==> src/rtl/qcas_pkg.sv <==
// Shared constants and types for the quadword compare-and-swap unit.
// Assumes 5-bit register indices and a 32-bit instruction word.
package qcas_pkg;
    localparam int REG_AW = 5;
    localparam logic [REG_AW-1:0] SP_REG = 5'd31;
    localparam logic [7:0] OPC_HI  = 8'h49;
    localparam logic [5:0] OPC_MID = 6'b000011;

    typedef struct packed {
        logic [REG_AW-1:0] rs;
        logic [REG_AW-1:0] rn;
        logic [REG_AW-1:0] rt;
        logic              acq;
        logic              rel;
    } qcas_dec_t;

    typedef enum logic [3:0] {
        ST_IDLE, ST_DEC, ST_RS0, ST_RS1, ST_RT0, ST_RT1, ST_RN,
        ST_MRD, ST_MWR, ST_WB0, ST_WB1, ST_DONE
    } qcas_state_t;
endpackage

==> src/rtl/qcas_decode.sv <==
// Instruction decoder: splits the fields out of the word and flags illegal forms.
// Assumes the word is held steady while it is decoded (purely combinational).
module qcas_decode
    import qcas_pkg::*;
(
    input  logic [31:0] instr,
    input  logic        feat_en,
    output qcas_dec_t   dec,
    output logic        illegal
);
    logic fixed_ok;

    // Field extraction and legality check.
    always_comb begin
        dec.rs   = instr[20:16];
        dec.rn   = instr[9:5];
        dec.rt   = instr[4:0];
        dec.acq  = instr[23];
        dec.rel  = instr[22];
        fixed_ok = (instr[31:24] == OPC_HI) && instr[21] && (instr[15:10] == OPC_MID);
        illegal  = !feat_en || !fixed_ok || instr[16] || instr[0];
    end
endmodule

==> src/rtl/qcas_pack.sv <==
// Joins an even/odd register pair into one quadword in the selected byte order.
// Assumes even_val is reg[k] and odd_val is reg[k+1].
module qcas_pack #(
    parameter int XLEN = 64
) (
    input  logic              be,
    input  logic [XLEN-1:0]   even_val,
    input  logic [XLEN-1:0]   odd_val,
    output logic [2*XLEN-1:0] quad
);
    // Order the halves by endianness.
    always_comb quad = be ? {even_val, odd_val} : {odd_val, even_val};
endmodule

==> src/rtl/qcas_unpack.sv <==
// Splits a quadword back into even/odd register values in the selected byte order.
// Assumes the inverse ordering of qcas_pack.
module qcas_unpack #(
    parameter int XLEN = 64
) (
    input  logic              be,
    input  logic [2*XLEN-1:0] quad,
    output logic [XLEN-1:0]   even_val,
    output logic [XLEN-1:0]   odd_val
);
    // Select the half that goes to each register.
    always_comb begin
        even_val = be ? quad[2*XLEN-1:XLEN] : quad[XLEN-1:0];
        odd_val  = be ? quad[XLEN-1:0]      : quad[2*XLEN-1:XLEN];
    end
endmodule

==> src/rtl/qcas_unit.sv <==
// Sequencer for the paired-register quadword compare-and-swap.
// It decodes the word, reads five operands one per cycle, and checks
// stack-pointer alignment. It then performs a locked read beat and a locked
// write beat and returns the read word to the compare pair.
// Assumes: the register read port answers in the same cycle; the memory side
// acknowledges each held request exactly once; perm_ok and sp_value are
// steady during an operation.
module qcas_unit
    import qcas_pkg::*;
#(
    parameter int XLEN = 64
) (
    input  logic              clk,
    input  logic              rst_n,
    input  logic              start,
    input  logic [31:0]       instr,
    input  logic              big_endian,
    input  logic              feat_en,
    input  logic [XLEN-1:0]   sp_value,
    input  logic              perm_ok,
    output logic [4:0]        rf_raddr,
    input  logic [XLEN-1:0]   rf_rdata,
    output logic              rf_we,
    output logic [4:0]        rf_waddr,
    output logic [XLEN-1:0]   rf_wdata,
    output logic              mem_req,
    output logic              mem_we,
    output logic              mem_lock,
    output logic              mem_acq,
    output logic              mem_rel,
    output logic              mem_tagchk,
    output logic [XLEN-1:0]   mem_addr,
    output logic [2*XLEN-1:0] mem_wdata,
    input  logic              mem_ack,
    input  logic [2*XLEN-1:0] mem_rdata,
    output logic              done,
    output logic              undef,
    output logic              align_fault,
    output logic [3:0]        flags
);
    localparam int QLEN    = 2 * XLEN;
    localparam int ALIGN_W = $clog2(QLEN / 8);

    qcas_state_t       state;
    logic [31:0]       instr_q;
    logic              be_q;
    qcas_dec_t         dec;
    logic              illegal;
    logic [XLEN-1:0]   s0_q, s1_q, t0_q, t1_q, base_q;
    logic [QLEN-1:0]   rdata_q, wdata_q;
    logic              undef_q, fault_q;
    logic [3:0]        flags_q;
    logic [QLEN-1:0]   cmp_w, new_w;
    logic [XLEN-1:0]   back_even, back_odd;
    logic              stored_w, sp_base, sp_misalign;

    qcas_decode u_dec (
        .instr   (instr_q),
        .feat_en (feat_en),
        .dec     (dec),
        .illegal (illegal)
    );

    qcas_pack #(.XLEN(XLEN)) u_pack_cmp (
        .be (be_q), .even_val (s0_q), .odd_val (s1_q), .quad (cmp_w)
    );

    qcas_pack #(.XLEN(XLEN)) u_pack_new (
        .be (be_q), .even_val (t0_q), .odd_val (t1_q), .quad (new_w)
    );

    qcas_unpack #(.XLEN(XLEN)) u_unpack (
        .be (be_q), .quad (rdata_q), .even_val (back_even), .odd_val (back_odd)
    );

    // Store decision and base-source flags.
    always_comb begin
        stored_w    = (mem_rdata == cmp_w) && perm_ok;
        sp_base     = (dec.rn == SP_REG);
        sp_misalign = sp_base && (sp_value[ALIGN_W-1:0] != '0);
    end

    // Main sequencer and operand capture.
    always_ff @(posedge clk) begin
        if (!rst_n) begin
            state   <= ST_IDLE;
            instr_q <= '0;
            be_q    <= 1'b0;
            s0_q    <= '0;
            s1_q    <= '0;
            t0_q    <= '0;
            t1_q    <= '0;
            base_q  <= '0;
            rdata_q <= '0;
            wdata_q <= '0;
            undef_q <= 1'b0;
            fault_q <= 1'b0;
            flags_q <= 4'b0000;
        end else begin
            case (state)
                ST_IDLE: if (start) begin
                    instr_q <= instr;
                    be_q    <= big_endian;
                    undef_q <= 1'b0;
                    fault_q <= 1'b0;
                    state   <= ST_DEC;
                end
                ST_DEC: begin
                    if (illegal) begin
                        undef_q <= 1'b1;
                        state   <= ST_DONE;
                    end else begin
                        state <= ST_RS0;
                    end
                end
                ST_RS0: begin s0_q <= rf_rdata; state <= ST_RS1; end
                ST_RS1: begin s1_q <= rf_rdata; state <= ST_RT0; end
                ST_RT0: begin t0_q <= rf_rdata; state <= ST_RT1; end
                ST_RT1: begin t1_q <= rf_rdata; state <= ST_RN;  end
                ST_RN: begin
                    base_q <= sp_base ? sp_value : rf_rdata;
                    if (sp_misalign) begin
                        fault_q <= 1'b1;
                        state   <= ST_DONE;
                    end else begin
                        state <= ST_MRD;
                    end
                end
                ST_MRD: if (mem_ack) begin
                    rdata_q <= mem_rdata;
                    wdata_q <= stored_w ? new_w : mem_rdata;
                    flags_q <= {1'b0, stored_w, 2'b00};
                    state   <= ST_MWR;
                end
                ST_MWR: if (mem_ack) state <= ST_WB0;
                ST_WB0: state <= ST_WB1;
                ST_WB1: state <= ST_DONE;
                default: state <= ST_IDLE;
            endcase
        end
    end

    // Register-file read address per operand-fetch state.
    always_comb begin
        case (state)
            ST_RS0:  rf_raddr = dec.rs;
            ST_RS1:  rf_raddr = dec.rs | 5'd1;
            ST_RT0:  rf_raddr = dec.rt;
            ST_RT1:  rf_raddr = dec.rt | 5'd1;
            ST_RN:   rf_raddr = dec.rn;
            default: rf_raddr = '0;
        endcase
    end

    // Register-file write-back of the read quadword.
    always_comb begin
        rf_we    = (state == ST_WB0) || (state == ST_WB1);
        rf_waddr = (state == ST_WB1) ? (dec.rs | 5'd1) : dec.rs;
        rf_wdata = (state == ST_WB1) ? back_odd : back_even;
    end

    // Memory port driven from the beat states.
    always_comb begin
        mem_req    = (state == ST_MRD) || (state == ST_MWR);
        mem_we     = (state == ST_MWR);
        mem_lock   = mem_req;
        mem_acq    = (state == ST_MRD) && dec.acq;
        mem_rel    = (state == ST_MWR) && dec.rel;
        mem_tagchk = mem_req && !sp_base;
        mem_addr   = base_q;
        mem_wdata  = wdata_q;
    end

    // Completion outputs.
    always_comb begin
        done        = (state == ST_DONE);
        undef       = done && undef_q;
        align_fault = done && fault_q;
        flags       = flags_q;
    end

    // an acknowledged read beat is followed at once by a locked write beat.
    p_lock_into_write_r6: assert property (@(posedge clk) disable iff (!rst_n)
        (mem_req && !mem_we && mem_ack) |=> (mem_req && mem_we && mem_lock));

    // a pending request holds its address and direction.
    p_req_hold_r6: assert property (@(posedge clk) disable iff (!rst_n)
        (mem_req && !mem_ack) |=> (mem_req && $stable(mem_addr) && $stable(mem_we)));

    // a stack-pointer address reaching memory is quadword aligned.
    p_sp_align_r5: assert property (@(posedge clk) disable iff (!rst_n)
        (mem_req && !mem_tagchk) |-> (mem_addr[ALIGN_W-1:0] == '0));

    // write data is either the packed new value or the word that was read.
    p_wdata_src_r7: assert property (@(posedge clk) disable iff (!rst_n)
        (mem_req && mem_we) |-> ((mem_wdata == new_w) || (mem_wdata == rdata_q)));

    // acquire never tags a write, release never tags a read.
    p_tag_dir_r10: assert property (@(posedge clk) disable iff (!rst_n)
        mem_req |-> ((mem_we && !mem_acq) || (!mem_we && !mem_rel)));

    // completion is a single-cycle pulse.
    p_done_pulse_r9: assert property (@(posedge clk) disable iff (!rst_n)
        done |=> !done);

    // no memory or register activity on an undefined instruction.
    p_undef_quiet_r1: assert property (@(posedge clk) disable iff (!rst_n)
        (state == ST_DEC && illegal) |=> (!mem_req && !rf_we));
endmodule

==> config.mk <==
export PLATFORM = sky130hd
export DESIGN_NAME = qcas_unit
export DESIGN_NICKNAME = d
export VERILOG_FILES = /design/src/rtl/qcas_pkg.sv /design/src/rtl/qcas_decode.sv /design/src/rtl/qcas_pack.sv /design/src/rtl/qcas_unpack.sv /design/src/rtl/qcas_unit.sv
export SDC_FILE = /design/constraint.sdc
export NUM_CORES = 2
export LEC_CHECK = 0
export BUFFER_PORTS_ARGS = -buffer_cell sky130_fd_sc_hd__buf_4
export CORE_UTILIZATION = 50
export CTS_CLUSTER_DIAMETER = 50
export DETAILED_ROUTE_END_ITERATION = 16
export PLACE_DENSITY = 0.82
export SLEW_MARGIN = 0
export SYNTH_ARGS = -nofsm -noshare
export SYNTH_HDL_FRONTEND = slang
export SYNTH_HIERARCHICAL = 1
export SYNTH_SLANG_ARGS = --single-unit
==> constraint.sdc <==
create_clock -name clk -period 3.2 [get_ports clk]
set_clock_uncertainty 0.2 [all_clocks]
set_input_delay 0.64 -clock clk [delete_from_list [all_inputs] [get_ports clk]]
set_output_delay 0.64 -clock clk [all_outputs]
set_load 0.01 [all_outputs]
==> flow_summary.toml <==
[finish]
fin_area_sq_um = 40500
stdcell_count = 4958
syn_to_final_growth_pct = 28.3
layout-drive-gt1-share = 0.340
nNetsFinal = 4357
postLayoutCoreUtil = 0.653
final_common_cell = "nand2_1"
final_cell_mix = "nand2_1 (915), buf_4 (697), dfxtp_1 (614), mux2_2 (437), a21boi_0 (417)"

[yosys]
synth_top_cell_area_share = 0.390
synth_cell_types = 51
synth_area_leaders = "dfxtp_1 (39%), mux2_2 (16%), nand2_1 (11%)"
yosysWarnings = 6
ys.flop_type = "dfxtp_1"
syn_avg_cell_area_sq_um = 9.02
synth.largest_area_cell = "dfxtp_1"
ys_ff_latch = 616
synth_edf_count = 0
async_flop_share = 0
synth_area_sq_um = 31600
ys_seq_area_frac = 0.390
syn-instance-count = 3503

[setup_path]
critPathKind = "reg -> reg"
cpPeakStageDelay_ns = 0.52
start_kind = "register"
cp.arrival_ns = 4.06
path_cells = "buf_6 -> buf_12 -> buf_16 -> mux2_2 -> xor2_2 -> nor4_2 -> buf_4 -> nand4_1 -> or4_4 -> nor4_4 -> buf_6 -> buf_12 -> buf_12 -> mux2i_2 -> a21oi_1"
endpoint_kind = "register"
crit_slowest_cell = "or4_4"
critPathBufInv = 7
worstPathRequired_ns = 3.49
cp_common_cell = "buf_12"
crit_family = "simple AND/OR/NAND/NOR gates"
cp_max_fo = 8

[cts]
holdBufCountCts = 0
cts_tree = "yes"
clk_pin_slew_worst_paths_ns = 0.06
clkLatencyLatePin_ns = 0.62
numCtsBuffers = 78
clock-sinks = 616
h-tree-depth = 3
cts.path.max_buffers = 3
clockRootBuffer = "clkbuf_16"

[detailed_routing]
routedWlPerCell_um = 21.6
drc = 0
via_per_inst = 5.66
initialDrtViolationCount = 2362
antenna_left = 0
dr.pass1.iters = 5
vias = 28100
totalWireLength_mm = 107

[power_and_ir_drop]
peakVddDrop_mv = 0.403
power_mw = 22.4
leakage_nw = 17.2
power_density_nw_per_um2 = 553

[place]
hpwlAfterDp_mm = 75.0
port_buffers = 571
gp_congestion = 1.04
dpl.cell_count = 4781
postPlaceCellArea_sq_um = 36900

[run]
drv_cap = 0

[global_routing]
grt.total_usage = 0.319
grt_pass1_wl_mm = 158
grt_pass1_vias = 26600
antenna_found_initial = 2
grt_start_max_net_pins = 99
grt-ovfl-total = 0

[timing]
hold_viol_final = 0
worst_slew_pin_slew_ns = 0.917
grt_setup_unrepaired = "true"
fmax_ghz = 0.265
fin_ws_ns = -0.570
period_share = 1.18
min_period_ns = 3.77
relSlewSlack = 0.388
setup_viol = 178
slew_violations = 0

[floorplan]
die_w_um = 253
io_pins = 575
initial_core_util = 0.509
die_area_sq_um = 64200
num_rows = 91
die_y_um = 253
core_area_sq_um = 62100

[hold_path]
hold_class = "in -> reg"

[run_status]
violations = "negative setup slack"
status = "finished with violations"
[timing repair]
| item | in CTS | in global routing |
|---|---|---|
| buffers inserted | 16 | 12 |
| cloned | 8 | 3 |
| gates resized for setup | 42 | 67 |
| pin swaps | 4 | 19 |
| setup endpoints to repair | 194 | 200 |
[path summary, 6_finish.rpt]
path | from | endpoint | slack, ns | cells after the start
worst max register to register | be_q$_SDFFE_PN0P_ | mem_wdata[16]$_SDFFE_PN0P_ | -0.57 | 15
worst max-delay path | be_q$_SDFFE_PN0P_ | mem_wdata[16]$_SDFFE_PN0P_ | -0.57 | 15
worst min-delay path | instr[21] | instr_q[21]$_SDFFE_PN0P_ | 0.08 | 3
worst min register to register | undef_q$_SDFFE_PN0P_ | undef_q$_SDFFE_PN0P_ | 0.26 | 2
[synth_stat cells (2+ instances only)]
| cell type | count |
|---|---|
| nand2_1 | 917 |
| dfxtp_1 | 616 |
| mux2_2 | 448 |
| a21boi_0 | 417 |
| clkbuf_1 | 198 |
| mux2i_1 | 192 |
| a21oi_1 | 132 |
| o21ai_0 | 130 |
| o211a_1 | 64 |
| xnor2_1 | 55 |
| inv_1 | 34 |
| nor2b_1 | 30 |
| xor2_1 | 27 |
| clkbuf_8 | 24 |
| nand2b_1 | 23 |
| buf_4 | 22 |
| buf_6 | 20 |
| buf_1 | 19 |
| nand4_1 | 19 |
| nor4_1 | 16 |
| nor2_1 | 14 |
| buf_12 | 10 |
| a2111o_1 | 8 |
| o22ai_1 | 8 |
| o2111ai_1 | 7 |
| and2_1 | 6 |
| nand3_1 | 5 |
| nor3_1 | 5 |
| a32oi_1 | 4 |
| or2_2 | 4 |
| a2111oi_0 | 3 |
| a22o_1 | 3 |
| and3_1 | 2 |
| nor4b_1 | 2 |
| o211ai_1 | 2 |
| o21a_1 | 2 |
[tightest hold or removal path, stage by stage]
cell and delay [ns]:
buf_4 0.11, nand2_1 0.04, a21boi_0 0.06
[sequential cells by signal (all words and copies together) (netlist names)]
| register | flops |
|---|---|
| mem_wdata | 128 |
| be_q | 1 |
| instr_q | 32 |
| t0_q | 64 |
| fault_q | 1 |
| rdata_q | 128 |
| s0_q | 64 |
| state | 4 |
| undef_q | 1 |
| t1_q | 64 |
| s1_q | 64 |
| mem_addr | 64 |
| flags | 1 |
[kinds of logic after synthesis]
| logic type | share of synthesized area |
|---|---|
| xor+xnor | 0.0227 |
| compound gates | 0.173 |
| simple gates | 0.135 |
| other cells | 0.000119 |
| buf+inv | 0.0594 |
| flops | 0.390 |
| mux | 0.220 |
[stage by stage]
step                setup slack [ns]  hold WS, ns  setup TNS [ns]
floorplan                    -0.0662        0.229           -6.93
global placement              -0.523        0.238          -59.37
detailed placement            -0.556        0.245          -59.75
CTS                           -0.448       0.0528          -54.76
global route                  -0.655       0.0694          -82.24
finish                        -0.570       0.0792          -66.31
[final cells by class]
type / instances / area, sq um
multi-input cells: 2561 / 17800
repair buffers: 771 / 6640
inverters: 34 / 128
clock buffers: 97 / 2110
fillers: 4934 / 21500
well taps: 837 / 1050
diodes: 2 / 5.00
clock inverters: 40 / 524
flip-flops and latches: 616 / 12300
[power breakdown]
part	total (mW)	leakage [nW]	switching (mW)	internal, mW
clock network	9.07	1.29	3.60	5.48
registers	8.49	4.97	0.356	8.13
logic	4.85	10.9	2.68	2.18
total	22.4	17.2	6.63	15.8
[metal layers]
metal / routed length, um / global-route usage
met1: 43500 / 0.398
met2: 51700 / 0.532
met3: 7200 / 0.0552
met4: 4660 / 0.149
met5: 0 / 0
Note: power is estimated with default switching activity, not from simulation.
